### config.mk
export PLATFORM = sky130hd
export DESIGN_NAME = dram_seq_ctrl
export DESIGN_NICKNAME = d
export VERILOG_FILES = /design/src/rtl/dram_seq_pkg.sv /design/src/rtl/dram_step_cnt.sv /design/src/rtl/dram_refresh_sched.sv /design/src/rtl/dram_seq_ctrl.sv
export SDC_FILE = /design/constraint.sdc
export NUM_CORES = 1
export LEC_CHECK = 0
export BUFFER_PORTS_ARGS = -buffer_cell sky130_fd_sc_hd__buf_4
export CORE_ASPECT_RATIO = 1.5
export CORE_MARGIN = 3
export CORE_UTILIZATION = 45
export CTS_CLUSTER_SIZE = 40
export DETAILED_ROUTE_END_ITERATION = 8
export GPL_ROUTABILITY_DRIVEN = 0
export GPL_TIMING_DRIVEN = 0
export PLACE_DENSITY_LB_ADDON = 0.3
export SETUP_SLACK_MARGIN = 0.3
export SLEW_MARGIN = 5
export SYNTH_ARGS = -nofsm -noshare
export SYNTH_HDL_FRONTEND = slang
export SYNTH_HIERARCHICAL = 1
export SYNTH_SLANG_ARGS = --single-unit
### constraint.sdc
create_clock -name clk -period 4.5 [get_ports clk]
set_input_delay 0.9 -clock clk [delete_from_list [all_inputs] [get_ports clk]]
set_output_delay 0.9 -clock clk [all_outputs]
set_load 0.02 [all_outputs]
### src/rtl/dram_seq_pkg.sv
package dram_seq_pkg;

    typedef enum logic [1:0] {
        CMD_READ  = 2'b00,
        CMD_WRITE = 2'b01,
        CMD_RMW   = 2'b10,
        CMD_RSVD  = 2'b11
    } host_cmd_e;

    typedef enum logic [3:0] {
        ST_IDLE,
        ST_ROW,
        ST_RCD,
        ST_COL,
        ST_CAS,
        ST_MOD,
        ST_PRE,
        ST_REF_ROW,
        ST_REF_RAS
    } seq_state_e;

    function automatic int unsigned max2(input int unsigned a, input int unsigned b);
        return (a > b) ? a : b;
    endfunction

endpackage

### src/rtl/dram_step_cnt.sv
module dram_step_cnt #(
    parameter int unsigned W = 4
) (
    input  logic         clk,
    input  logic         rst_n,
    input  logic         clr,
    output logic [W-1:0] cnt
);
    // Clocks spent in the current state; cleared on every state change.
    always_ff @(posedge clk or negedge rst_n) begin
        if (!rst_n)   cnt <= '0;
        else if (clr) cnt <= '0;
        else          cnt <= cnt + 1'b1;
    end
endmodule

### src/rtl/dram_refresh_sched.sv
module dram_refresh_sched #(
    parameter int unsigned PERIOD = 781,
    parameter int unsigned ROW_W  = 6
) (
    input  logic             clk,
    input  logic             rst_n,
    input  logic             ack,
    input  logic             adv,
    output logic             pending,
    output logic [ROW_W-1:0] row
);
    localparam int unsigned PER_W = (PERIOD > 2) ? $clog2(PERIOD) : 1;

    logic [PER_W-1:0] tmr;
    logic             tick;

    assign tick = (tmr == PER_W'(PERIOD - 1));

    always_ff @(posedge clk or negedge rst_n) begin
        if (!rst_n)    tmr <= '0;
        else if (tick) tmr <= '0;
        else           tmr <= tmr + 1'b1;
    end

    // A new tick wins over an acknowledge in the same clock.
    always_ff @(posedge clk or negedge rst_n) begin
        if (!rst_n) pending <= 1'b0;
        else        pending <= tick | (pending & ~ack);
    end

    always_ff @(posedge clk or negedge rst_n) begin
        if (!rst_n)   row <= '0;
        else if (adv) row <= row + 1'b1;
    end
endmodule

### src/rtl/dram_seq_ctrl.sv
module dram_seq_ctrl
    import dram_seq_pkg::*;
#(
    parameter int unsigned ROW_W      = 6,
    parameter int unsigned COL_W      = 6,
    parameter int unsigned DEV_W      = 1,
    parameter int unsigned DATA_W     = 8,
    parameter int unsigned MA_W       = (ROW_W > COL_W) ? ROW_W : COL_W,
    parameter int unsigned RCD_CLK    = 3,
    parameter int unsigned T_CAC      = 5,
    parameter int unsigned T_CAS_MIN  = 5,
    parameter int unsigned T_RAS_MIN  = 8,
    parameter int unsigned T_RP       = 3,
    parameter int unsigned T_WP       = 2,
    parameter int unsigned REF_PERIOD = 781
) (
    input  logic                         clk,
    input  logic                         rst_n,
    input  logic                         host_valid,
    output logic                         host_ready,
    input  logic [1:0]                   host_cmd,
    input  logic [DEV_W+ROW_W+COL_W-1:0] host_addr,
    input  logic [DATA_W-1:0]            host_wdata,
    output logic [DATA_W-1:0]            host_rdata,
    output logic                         host_done,
    output logic [MA_W-1:0]              dram_ma,
    output logic                         dram_ras_n,
    output logic                         dram_cas_n,
    output logic                         dram_we_n,
    output logic [(1<<DEV_W)-1:0]        dram_cs_n,
    output logic [DATA_W-1:0]            dram_dout,
    output logic                         dram_doe,
    input  logic [DATA_W-1:0]            dram_din
);
    localparam int unsigned NDEV     = 1 << DEV_W;
    localparam int unsigned RAS_REST = (T_RAS_MIN > RCD_CLK) ? (T_RAS_MIN - RCD_CLK) : 1;
    localparam int unsigned CAS_HOLD = max2(max2(T_CAC, T_CAS_MIN), RAS_REST);
    localparam int unsigned LONGEST  = max2(max2(CAS_HOLD, T_RAS_MIN),
                                            max2(max2(T_RP, T_WP), RCD_CLK));
    localparam int unsigned CNT_W    = $clog2(LONGEST + 1);

    seq_state_e        st, st_nx;
    logic [CNT_W-1:0]  cnt;
    logic              ref_pend, ref_ack, ref_adv;
    logic [ROW_W-1:0]  ref_row;

    host_cmd_e         req_cmd;
    logic [ROW_W-1:0]  req_row;
    logic [COL_W-1:0]  req_col;
    logic [DEV_W-1:0]  req_dev;
    logic [DATA_W-1:0] req_wdata;
    logic              accept;
    logic              is_wr, is_rmw;
    logic [NDEV-1:0]   dev_sel;

    assign accept  = (st == ST_IDLE) && !ref_pend && host_valid;
    assign ref_ack = (st == ST_IDLE) && ref_pend;
    assign ref_adv = (st == ST_REF_RAS) && (st_nx == ST_PRE);
    assign is_wr   = (req_cmd == CMD_WRITE);
    assign is_rmw  = (req_cmd == CMD_RMW);

    dram_step_cnt #(.W(CNT_W)) u_cnt (
        .clk   (clk),
        .rst_n (rst_n),
        .clr   (st_nx != st),
        .cnt   (cnt)
    );

    dram_refresh_sched #(.PERIOD(REF_PERIOD), .ROW_W(ROW_W)) u_ref (
        .clk     (clk),
        .rst_n   (rst_n),
        .ack     (ref_ack),
        .adv     (ref_adv),
        .pending (ref_pend),
        .row     (ref_row)
    );

    // Request register: loaded once at acceptance, held for the whole cycle.
    always_ff @(posedge clk or negedge rst_n) begin
        if (!rst_n) begin
            req_cmd   <= CMD_READ;
            req_row   <= '0;
            req_col   <= '0;
            req_dev   <= '0;
            req_wdata <= '0;
        end else if (accept) begin
            req_cmd   <= host_cmd_e'(host_cmd);
            req_col   <= host_addr[COL_W-1:0];
            req_row   <= host_addr[COL_W +: ROW_W];
            req_dev   <= host_addr[COL_W+ROW_W +: DEV_W];
            req_wdata <= host_wdata;
        end
    end

    // Next-state logic.
    always_comb begin
        st_nx = st;
        unique case (st)
            ST_IDLE:    if (ref_pend)        st_nx = ST_REF_ROW;
                        else if (host_valid) st_nx = ST_ROW;
            ST_ROW:     st_nx = ST_RCD;
            ST_RCD:     if (cnt == CNT_W'(RCD_CLK - 2)) st_nx = ST_COL;
            ST_COL:     st_nx = ST_CAS;
            ST_CAS:     if (cnt == CNT_W'(CAS_HOLD - 1)) st_nx = is_rmw ? ST_MOD : ST_PRE;
            ST_MOD:     if (cnt == CNT_W'(T_WP - 1))     st_nx = ST_PRE;
            ST_PRE:     if (cnt == CNT_W'(T_RP - 1))     st_nx = ST_IDLE;
            ST_REF_ROW: st_nx = ST_REF_RAS;
            ST_REF_RAS: if (cnt == CNT_W'(T_RAS_MIN - 1)) st_nx = ST_PRE;
            default:    st_nx = ST_IDLE;
        endcase
    end

    // State register.
    always_ff @(posedge clk or negedge rst_n) begin
        if (!rst_n) st <= ST_IDLE;
        else        st <= st_nx;
    end

    // Device decode, applied only while the column strobe is low.
    always_comb begin
        for (int i = 0; i < NDEV; i++) dev_sel[i] = (req_dev == DEV_W'(i));
    end

    // Strobe and bus outputs.
    always_comb begin
        host_ready = 1'b0;
        dram_ma    = MA_W'(req_row);
        dram_ras_n = 1'b1;
        dram_cas_n = 1'b1;
        dram_we_n  = 1'b1;
        dram_cs_n  = '1;
        dram_doe   = 1'b0;
        dram_dout  = req_wdata;
        unique case (st)
            ST_IDLE:    host_ready = !ref_pend;
            ST_ROW:     dram_ma = MA_W'(req_row);
            ST_RCD: begin
                dram_ma    = MA_W'(req_row);
                dram_ras_n = 1'b0;
            end
            ST_COL: begin
                dram_ma    = MA_W'(req_col);
                dram_ras_n = 1'b0;
                dram_we_n  = !is_wr;
                dram_doe   = is_wr;
            end
            ST_CAS: begin
                dram_ma    = MA_W'(req_col);
                dram_ras_n = 1'b0;
                dram_cas_n = 1'b0;
                dram_cs_n  = ~dev_sel;
                dram_we_n  = !is_wr;
                dram_doe   = is_wr;
            end
            ST_MOD: begin
                dram_ma    = MA_W'(req_col);
                dram_ras_n = 1'b0;
                dram_cas_n = 1'b0;
                dram_cs_n  = ~dev_sel;
                dram_we_n  = 1'b0;
                dram_doe   = 1'b1;
            end
            ST_PRE:     dram_ma = MA_W'(req_col);
            ST_REF_ROW: dram_ma = MA_W'(ref_row);
            ST_REF_RAS: begin
                dram_ma    = MA_W'(ref_row);
                dram_ras_n = 1'b0;
            end
            default: ;
        endcase
    end

    // Read capture at the access count, done when the data phase ends.
    always_ff @(posedge clk or negedge rst_n) begin
        if (!rst_n) begin
            host_rdata <= '0;
            host_done  <= 1'b0;
        end else begin
            if (st == ST_CAS && cnt == CNT_W'(T_CAC - 1)) host_rdata <= dram_din;
            host_done <= (st_nx == ST_PRE) && (st == ST_CAS || st == ST_MOD);
        end
    end
endmodule

==> impl_metrics.ini <==
[placed_design]
dp_cells = 366
post_dp_cell_area_um2 = 3392
port_buffers = 63
pre_cts_ws_ns = 1.853
dp_hpwl_um = 4031

[sta]
tightestPinTransition_ns = 0.7067
hold_viol = 0
fin_crit_ns = 3.016
slew_violations = 0
clock.fmax_mhz = 331.6
fin_ws_ns = 1.484
holdWs_ns = 0.4885
tns_ns = 0
slew-limit-headroom_pct = 52.88
setup_violations = 0
skew_ns = 0.008312
finalCritPeriodShare_pct = 67.02
rsz0062_at_grt = false

[yosys]
synthesis.nets = 269
yosysWarningCount = 6
synth_edf_count = 0
ys_seq_area_share_pct = 50.42
ys.flop_type = dfrtp_1
synth_top_family_by_area = simple AND/OR/NAND/NOR gates
synth_area_leader_cell = dfrtp_1
synth-compound-area-share_pct = 7.032
synth_xor_area_share_pct = 3.715
yosysUniqueCellTypes = 52
netlist_instances = 231
ys_ff_latch = 57
ys_top_cells_by_area = dfrtp_1 50%, mux2_4 11%, mux2_1 4.4%
synth_top_area_share_pct = 50.42
synthSimpleGateAreaFrac_pct = 17.43
synth.mux.area_fraction_pct = 16.63
synth_fa_ha_area_share_pct = 1.769
syn_area_um2 = 2829
syn_area_per_cell_um2 = 12.25
postSynth.asyncResetShare_pct = 100.0

[grt]
grt_usage_pct = 16.48
grt_pass1_vias = 2028
grt_overflow_total = 0
grt_pass1_wl_um = 9294
antenna_found_initial = 0
grt_start_max_net_pins = 58

[finish]
final_cells = 382
diodes = 0
fillCellCount = 503
layout.nets = 343
areaGrowthSynthToFinish_pct = 25.65
design_area_um2 = 3555
post-route-util_pct = 59.68
drive_gt1_share_pct = 40.00

[power]
leakagePower_nw = 1.740
p_per_area_nw_per_um2 = 619.6
peakVddDrop_v = 0.0003901
power_mw = 2.202

[critical_path]
start_kind = flop
endpoint_kind = primary output
cp_common_cell = nand2_1
worstPathRequired_ns = 3.60
path_buf_inv = 2
worstPathCellList = buf_2 -> nand3b_1 -> a21oi_2 -> nor2_1 -> nand2_1 -> nand2_1 -> buf_4
critPathMaxStageDelay_ns = 0.50
crit_type = flop to primary output
worstPathArrival_ns = 2.12
critPathTopFamily = simple AND/OR/NAND/NOR gates
slowest_stage = dfrtp_1
cp_max_fo = 10

[clock_tree]
clock_path_buffers = 2
clk_latency_ns = 0.33
postCtsHoldBufs = 0
root_buffer = clkbuf_8
postCtsSetupRepairBufs = 0
clkTransAtPathRegs_ns = 0.07
numCtsBuffers = 9
cts_resized = 0
cts_tree = yes
cts.sinks = 57
cts.htree.levels = 3

[floorplan]
coreArea_um2 = 5956
die-area_um2 = 7294
num_io_pins = 64
die_h_um = 103.1
die_w_um = 70.74
core.rowCount = 34
start_util_pct = 47.50

[detailed_routing]
drtIter0Drc = 141
first_pass_iters = 4
antenna_left = 0
vias = 2020
drt_drc_violations_left = 0
avgViaCountPerCell = 5.288
drt-total-wl_um = 5550
routedWlPerCell_um = 14.53

[outcome]
status = finished, final reports clean

[job]
drv_cap = 0

[worst_hold_path]
hp-class = flop to flop
-- metal layers --
layer / track usage, % / part of all wire (%) / vias up
li1: - / - / 970
met1: 19.11 / 42 / 990
met2: 27.88 / 51 / 52
met3: 4.683 / 6.1 / 8
met4: 8.249 / 1.5 / 0
met5: 0 / 0 / -
-- logic make-up after synthesis --
logic type	count (synthesis)
xor+xnor	12
buf+inv	15
mux	35
compound gates	29
simple gates	79
flops	57
fa+ha+maj	4
-- power by group --
| group | switching, mW | total (mW) | internal (mW) |
|---|---|---|---|
| sequential | 0.102 | 0.765 | 0.663 |
| clock | 0.200 | 0.396 | 0.195 |
| combinational | 0.518 | 1.04 | 0.523 |
-- final timing paths --
path / startpoint / endpoint / slack, ns / cells past startpoint
worst min register to register: u_ref/row[5] / u_ref/row[5] / 0.49 / 1
max in group asynchronous: rst_n / u_cnt/cnt[3] / 3.41 / 1
worst max-delay path: st[0] / dram_ma[1] / 1.48 / 7
min in group asynchronous: rst_n / host_rdata[1] / 0.62 / 1
worst min-delay path: u_ref/row[5] / u_ref/row[5] / 0.49 / 1
worst max register to register: st[3] / u_cnt/cnt[3] / 2.24 / 8
-- cell usage in the layout (no fill, tap or decap), types with 2 or more instances in the layout --
cell	n
nand2b_1	3
mux2_1	11
or4b_4	2
nand3_1	6
clkinv_2	4
ha_1	4
nor3b_1	2
dfrtp_1	57
inv_1	7
clkbuf_8	9
nor3_1	2
xor2_1	5
nand4_1	3
o21ai_1	2
nor2b_1	6
a21oi_1	5
buf_6	3
o21ai_0	5
clkinvlp_4	2
mux2i_1	2
or3_1	2
nand2_1	18
nor4bb_1	2
nand3_2	2
a31oi_1	2
buf_2	5
a22oi_1	6
mux2_4	21
a21oi_2	2
xnor2_1	7
buf_4	63
nor2_1	15
-- synthesized netlist by cell type (2+ instances only) --
master / number
nor2_1: 15
mux2_4: 21
ha_1: 4
inv_1: 7
nand2b_1: 3
nand3_2: 2
nand2_1: 18
buf_2: 5
nor3b_1: 2
or4b_4: 2
nand4_1: 3
a31oi_1: 2
nand3_1: 6
nor4bb_1: 2
o21ai_0: 5
a21oi_2: 2
nor2b_1: 6
mux2_1: 11
xor2_1: 5
o21ai_1: 2
a22oi_1: 6
or3_1: 2
dfrtp_1: 57
xnor2_1: 7
mux2i_1: 2
a21oi_1: 5
buf_6: 3
nor3_1: 2
-- flip-flops by register name, summed over array words and instances (netlist names) --
register       flops
req_cmd            2
dram_dout          8
host_done          1
req_dev            1
req_col            6
u_ref/row          6
u_cnt/cnt          4
u_ref/pending      1
st                 4
u_ref/tmr         10
req_row            6
host_rdata         8
-- cell type report --
| class | instances | area, um2 | share of cell area, % |
|---|---|---|---|
| repair buffers | 63 | 473.0 | 13.31 |
| plain buffers | 8 | 58.81 | 1.654 |
| clock buffers | 10 | 127.6 | 3.590 |
| multi-input cells | 159 | 1318 | 37.06 |
| well taps | 72 | 90.09 | 2.534 |
| clock inverters | 6 | 35.03 | 0.9856 |
| inverters | 7 | 26.28 | 0.7392 |
| flip-flops and latches | 57 | 1426 | 40.13 |
Note: power is estimated with default switching activity, not from simulation.
